## src/rtl/pwc_pkg.sv

```systemverilog
package pwc_pkg;
  typedef struct packed {
    logic loadAddr;
    logic storeByte;
    logic commit;
    logic statusWr;
  } ctlStrobes_t;
endpackage

```

## src/rtl/pwcControl.sv

```systemverilog
module pwcControl
  import pwc_pkg::*;
#(
  parameter int BUSY_CYCLES = 16
) (
  input  logic        clk,
  input  logic        rstN,
  input  logic        wrStart,
  input  logic        byteValid,
  input  logic        wrStop,
  input  logic        wpN,
  input  logic        statusWe,
  input  logic        nvEn,
  output ctlStrobes_t strobes,
  output logic        busy,
  output logic        byteAck
);
  localparam int CNT_W = $clog2(BUSY_CYCLES + 1);

  logic [CNT_W-1:0] busyCnt;
  logic             loading;
  logic             idleOk;
  logic             stopTaken;

  always_comb begin
    idleOk            = (busyCnt == '0);
    strobes.loadAddr  = wrStart && idleOk;
    strobes.storeByte = byteValid && loading && idleOk && !wrStart;
    stopTaken         = wrStop && loading && idleOk && !wrStart && !byteValid;
    strobes.commit    = stopTaken && nvEn && wpN;
    strobes.statusWr  = statusWe && idleOk;
  end

  always_ff @(posedge clk) begin
    if (!rstN) begin
      busyCnt <= '0;
      loading <= 1'b0;
      byteAck <= 1'b0;
    end else begin
      byteAck <= strobes.storeByte;
      if (strobes.loadAddr)  loading <= 1'b1;
      else if (stopTaken)    loading <= 1'b0;
      if (strobes.commit)    busyCnt <= CNT_W'(BUSY_CYCLES);
      else if (!idleOk)      busyCnt <= busyCnt - 1'b1;
    end
  end

  assign busy = !idleOk;

  a_r10_no_ack_busy: assert property (@(posedge clk) disable iff (!rstN)
    busy |-> !byteAck);
  a_r4_ack_after_byte: assert property (@(posedge clk) disable iff (!rstN)
    byteAck |-> $past(byteValid));
  a_r10_busy_starts: assert property (@(posedge clk) disable iff (!rstN)
    strobes.commit |=> busy);
endmodule

```

## src/rtl/pwcDatapath.sv

```systemverilog
module pwcDatapath
  import pwc_pkg::*;
#(
  parameter int DATA_W    = 8,
  parameter int NUM_PAGES = 4,
  parameter int NUM_SLOTS = 4,
  localparam int PAGE_W   = $clog2(NUM_PAGES),
  localparam int SLOT_W   = $clog2(NUM_SLOTS)
) (
  input  logic                          clk,
  input  logic                          rstN,
  input  ctlStrobes_t                   strobes,
  input  logic [PAGE_W-1:0]             inPage,
  input  logic [SLOT_W-1:0]             inSlot,
  input  logic [DATA_W-1:0]             byteData,
  input  logic                          statusIn,
  input  logic [PAGE_W-1:0]             rdPage,
  input  logic [SLOT_W-1:0]             rdSlot,
  output logic                          nvEn,
  output logic [SLOT_W-1:0]             slotPtr,
  output logic [DATA_W-1:0]             rdData,
  output logic [NUM_SLOTS*DATA_W-1:0]   wiperBus
);
  logic [NUM_PAGES-1:0][NUM_SLOTS-1:0][DATA_W-1:0] nvArray;
  logic [NUM_SLOTS-1:0][DATA_W-1:0]                pageBuf;
  logic [NUM_SLOTS-1:0]                            bufValid;
  logic [NUM_SLOTS-1:0][DATA_W-1:0]                wiperReg;
  logic [PAGE_W-1:0]                               pagePtr;
  logic [SLOT_W-1:0]                               nextSlot;

  assign nextSlot = (slotPtr == SLOT_W'(NUM_SLOTS - 1)) ? '0 : slotPtr + 1'b1;

  always_ff @(posedge clk) begin
    if (!rstN) begin
      nvArray  <= '0;
      pageBuf  <= '0;
      bufValid <= '0;
      wiperReg <= '0;
      pagePtr  <= '0;
      slotPtr  <= '0;
      nvEn     <= 1'b0;
    end else begin
      if (strobes.statusWr) nvEn <= statusIn;
      if (strobes.loadAddr) begin
        pagePtr  <= inPage;
        slotPtr  <= inSlot;
        bufValid <= '0;
      end
      if (strobes.storeByte) begin
        pageBuf[slotPtr]  <= byteData;
        bufValid[slotPtr] <= 1'b1;
        slotPtr           <= nextSlot;
      end
      if (strobes.commit) begin
        for (int s = 0; s < NUM_SLOTS; s++) begin
          if (bufValid[s]) begin
            nvArray[pagePtr][s] <= pageBuf[s];
            wiperReg[s]         <= pageBuf[s];
          end else begin
            wiperReg[s]         <= nvArray[pagePtr][s];
          end
        end
      end
    end
  end

  assign rdData = nvArray[rdPage][rdSlot];

  for (genvar g = 0; g < NUM_SLOTS; g++) begin : gLane
    assign wiperBus[g*DATA_W +: DATA_W] = wiperReg[g];
  end

  a_r5_page_fixed: assert property (@(posedge clk) disable iff (!rstN)
    strobes.storeByte |=> $stable(pagePtr));
  a_r7_array_hold: assert property (@(posedge clk) disable iff (!rstN)
    !strobes.commit |=> $stable(nvArray));
  a_r9_wiper_hold: assert property (@(posedge clk) disable iff (!rstN)
    !strobes.commit |=> $stable(wiperReg));
  a_r6_valid_grows: assert property (@(posedge clk) disable iff (!rstN)
    strobes.storeByte |=> $countones(bufValid) >= $countones($past(bufValid)));
endmodule

```

## src/rtl/pageWiperCtl.sv

```systemverilog
module pageWiperCtl
  import pwc_pkg::*;
#(
  parameter int DATA_W      = 8,
  parameter int NUM_PAGES   = 4,
  parameter int NUM_SLOTS   = 4,
  parameter int BUSY_CYCLES = 16,
  localparam int PAGE_W     = $clog2(NUM_PAGES),
  localparam int SLOT_W     = $clog2(NUM_SLOTS)
) (
  input  logic                        clk,
  input  logic                        rstN,
  input  logic                        wrStart,
  input  logic [PAGE_W-1:0]           wrPage,
  input  logic [SLOT_W-1:0]           wrSlot,
  input  logic                        byteValid,
  input  logic [DATA_W-1:0]           byteData,
  output logic                        byteAck,
  input  logic                        wrStop,
  input  logic                        wpN,
  input  logic                        statusWe,
  input  logic                        statusIn,
  output logic                        nvEnable,
  output logic                        busy,
  output logic [SLOT_W-1:0]           curSlot,
  input  logic [PAGE_W-1:0]           rdPage,
  input  logic [SLOT_W-1:0]           rdSlot,
  output logic [DATA_W-1:0]           rdData,
  output logic [NUM_SLOTS*DATA_W-1:0] wiperBus
);
  ctlStrobes_t strobes;

  pwcControl #(.BUSY_CYCLES(BUSY_CYCLES)) i_control (
    .clk(clk), .rstN(rstN), .wrStart(wrStart), .byteValid(byteValid),
    .wrStop(wrStop), .wpN(wpN), .statusWe(statusWe), .nvEn(nvEnable),
    .strobes(strobes), .busy(busy), .byteAck(byteAck)
  );

  pwcDatapath #(.DATA_W(DATA_W), .NUM_PAGES(NUM_PAGES), .NUM_SLOTS(NUM_SLOTS)) i_datapath (
    .clk(clk), .rstN(rstN), .strobes(strobes), .inPage(wrPage), .inSlot(wrSlot),
    .byteData(byteData), .statusIn(statusIn), .rdPage(rdPage), .rdSlot(rdSlot),
    .nvEn(nvEnable), .slotPtr(curSlot), .rdData(rdData), .wiperBus(wiperBus)
  );
endmodule

```

## config.mk

```make
export PLATFORM = sky130hd
export DESIGN_NAME = pageWiperCtl
export DESIGN_NICKNAME = d
export VERILOG_FILES = /design/src/rtl/pwc_pkg.sv /design/src/rtl/pwcControl.sv /design/src/rtl/pwcDatapath.sv /design/src/rtl/pageWiperCtl.sv
export SDC_FILE = /design/constraint.sdc
export NUM_CORES = 1
export LEC_CHECK = 0
export ABC_AREA = 1
export ABC_CLOCK_PERIOD_IN_PS = 2200
export CORE_MARGIN = 2
export CORE_UTILIZATION = 59
export DETAILED_ROUTE_END_ITERATION = 16
export PLACE_DENSITY = 0.89
export SYNTH_ARGS = -nofsm -noshare
export SYNTH_HDL_FRONTEND = slang
export SYNTH_SLANG_ARGS = --single-unit
```

## constraint.sdc

```tcl
create_clock -name clk -period 2.2 [get_ports clk]
set_clock_uncertainty 0.05 [all_clocks]
set_input_delay 0.44 -clock clk [delete_from_list [all_inputs] [get_ports clk]]
set_output_delay 0.44 -clock clk [all_outputs]
set_load 0.02 [all_outputs]
```

==> qor.txt <==
Status - completed
DRT iter0 DRCs - 1483
First drt pass iteration count - 6
Reg area - 4170 um^2
Post-route ant nets - 0
Root Buffer - clkbuf_16
Endpoint class of the critical path - primary output
Critical path peak fanout - 3
Rel. slew slack - 39.5%
Register share of total power - 42.3%
P_int - 6.60 mW
Die area - 18600 um^2
RSZ-0062 raised after global routing - no
Max Cap Viol - 0
Startpoint types - flop
Period minus WS final - 2.14 ns
TritonCTS clock tree - built
Num CTS Buffers - 22
Worst-path clk slew - 0.06 ns
Via density - 5.75
Worst-skew pair later-pin latency - 0.51 ns
Crit path DAT - 1.65 ns
PD cells - 747 nW/um^2
Lkg Pwr - 5.98 nW
Final HPWL DP - 21500 um
Post-synth cell types - 27
CORE AREA - 17200 um^2
Switching pwr - 2.65 mW
Total power - 9.25 mW
Clock sinks - 208
Syn_nets - 1623
Die width - 136 um
Drc violations - 0
N_diodes - 0
Setup TNS - 0 ns
Die Y - 136 um
Non-filler cells, final - 1915
Largest net degree at the start of global routing - 48
Placed cells - 1874
Vias in the first global route - 9814
Part of the cycle the worst path needs - 97.5%
Gate Count Post-Synth - 1594
Gate power share - 16.5%
Gr usage total - 33.6%
Layout Nets - 1704
First-pass GRT wire length - 49800 um
Most used DFF post-synth - dfxtp_1
Tightest Pin Transition - 0.898 ns
Final WL - 31300 um
Async SR Flop Fraction - 0%
Hold WS - 0.412 ns
Final Core Density - 71.9%
Clk pwr share - 41.2%
Peak Freq - 466 MHz
Ports - 69
Final hold vios - 0
CTS Hold Bufs - 0
Most frequent cells after synthesis - 431 x nand2_1, 255 x inv_1, 208 x dfxtp_1
Share of the synthesized area in the top cell type - 40.3%
Initial core utilization - 60.0%
Footprint of the multi-input gates - 4870 um^2
Via count - 11.0k
Layout cell share with drive strength beyond 1 - 8.46%
Fillers - 1347
Hold WC Path Type - flop to flop
CP Class - flop to primary output
H-tree lvl count - 1
Antenna violations before repair - 0
Mapped Area - 10300 um^2
Flops & latches, synth - 208
Number of synthesized flops with an enable pin - 0
Final Wtd Congestion - 1.00
Sequential fraction of the synthesis area - 40.3%
Most common cell in the netlist - nand2_1
Clock Tree Buf Depth - 3
# setup viols final - 0
Maximum VDD drop - 0.923 mV
DR WL/cell - 16.4 um
Row cnt - 48
Switching Fraction - 28.7%
Avg Synthesized Cell Area - 6.49 um^2
Synth-to-Final Area Change - 19.8%
Congestion Overflow GR - 0
Critical Path RT - 1.71 ns
Post-synth top area cell - dfxtp_1
Max Slew Vio Count - 0
Synth warnings - 0
Synth top area cells - dfxtp_1 40%, nand2_1 16%, inv_1 9.3%, o21ai_0 8.3%, nor2_1 5.1%
PortBufs - 68
-- layout by cell type (no fill, tap or decap), types with 4 or more instances in the layout --
master	count
nand2_1	431
inv_1	254
dfxtp_1	207
o21ai_0	168
nor2_1	140
a21oi_1	82
nand3_1	82
buf_4	59
clkdlybuf4s50_1	55
nand4_1	46
o211ai_1	42
clkbuf_16	23
buf_12	16
o31ai_1	9
buf_2	9
o221ai_1	8
nand3_2	5
nand2_2	5
nor3_1	5
ha_1	5
clkinv_2	5
o21ai_1	4
nand4_2	4
clkbuf_1	4
clkbuf_8	4
-- cells by family after synthesis --
group	count (synthesis)	synth area share, %
buffers and inverters	340	12.8
XOR/XNOR	2	0.169
AND/OR/NAND/NOR	723	29.4
adder cells (fa/ha/maj)	5	0.605
flip-flops	208	40.3
AO/OA/AOI/OAI	316	16.8
-- per-layer routing --
layer	global-route usage, %	routed length (um)	vias to the layer above
li1	-	-	5233
met2	52.6	13700	708
met1	45.8	12500	4945
met5	0	0	-
met3	6.41	3910	124
met4	13.2	1290	0
-- final timing paths --
| kind | startpoint | to | slack [ns] | cells past startpoint |
|---|---|---|---|---|
| setup / recovery | i_datapath.nvArray[93] | rdData[5] | 0.06 | 5 |
| hold / removal | i_datapath.nvArray[56] | i_datapath.nvArray[56] | 0.41 | 2 |
| hold reg to reg | i_datapath.nvArray[56] | i_datapath.nvArray[56] | 0.41 | 2 |
| setup reg to reg | i_datapath.bufValid[0] | i_datapath.wiperBus[5] | 0.22 | 5 |
-- through the flow --
| stage | instance area [um^2] | worst slack (ns) |
|---|---|---|
| final | 12400 | 0.0556 |
| after global routing | 12400 | 0.0141 |
| after CTS | 12400 | -0.0000545 |
| after detailed placement | 11700 | -0.496 |
| after global placement | 11700 | -0.434 |
| after floorplan | 10300 | 0.281 |
-- power by group through the flow --
stage                     Combinational (mW)  Clock (mW)  Sequential [mW]
after floorplan                        0.896           0             3.99
after global placement                  1.47           0             3.99
after detailed placement                1.50           0             4.00
after CTS                               1.49        3.82             3.91
after global routing                    1.64        3.96             3.92
final                                   1.53        3.81             3.92
-- flip-flops by register name, summed over array words and instances (netlist names) --
name / cells
i_datapath.pageBuf: 32
i_datapath.bufValid: 4
i_datapath.pagePtr: 2
i_control.loading: 1
i_datapath.nvArray: 128
i_datapath.wiperBus: 32
i_datapath.slotPtr: 2
i_control.busyCnt: 5
i_datapath.nvEn: 1
i_control.byteAck: 1
-- worst max-delay path, stage by stage, from the launching register on --
cell      delay [ns]
dfxtp_1         0.33
o211ai_1        0.28
nand3_1         0.13
nand3_1         0.16
nand2_1         0.09
buf_2           0.17
-- area by class of cell --
cell class                      instances  share of cell area [%]
Multi-Input combinational cell       1046                    39.3
Sequential cell                       208                    33.6
Timing Repair Buffer                  141                    11.1
Inverter                              256                    7.78
Clock buffer                           31                    5.21
Tap cell                              225                    2.27
Clock inverter                          8                   0.747
-- timing repair --
action / 4_1_cts / 5_1_grt
buffers inserted: 1 / 1
setup endpoints to repair: 9 / 15
pin swaps: 1 / 1
resized for setup: 33 / 11
Note: power is estimated with default switching activity, not from simulation.
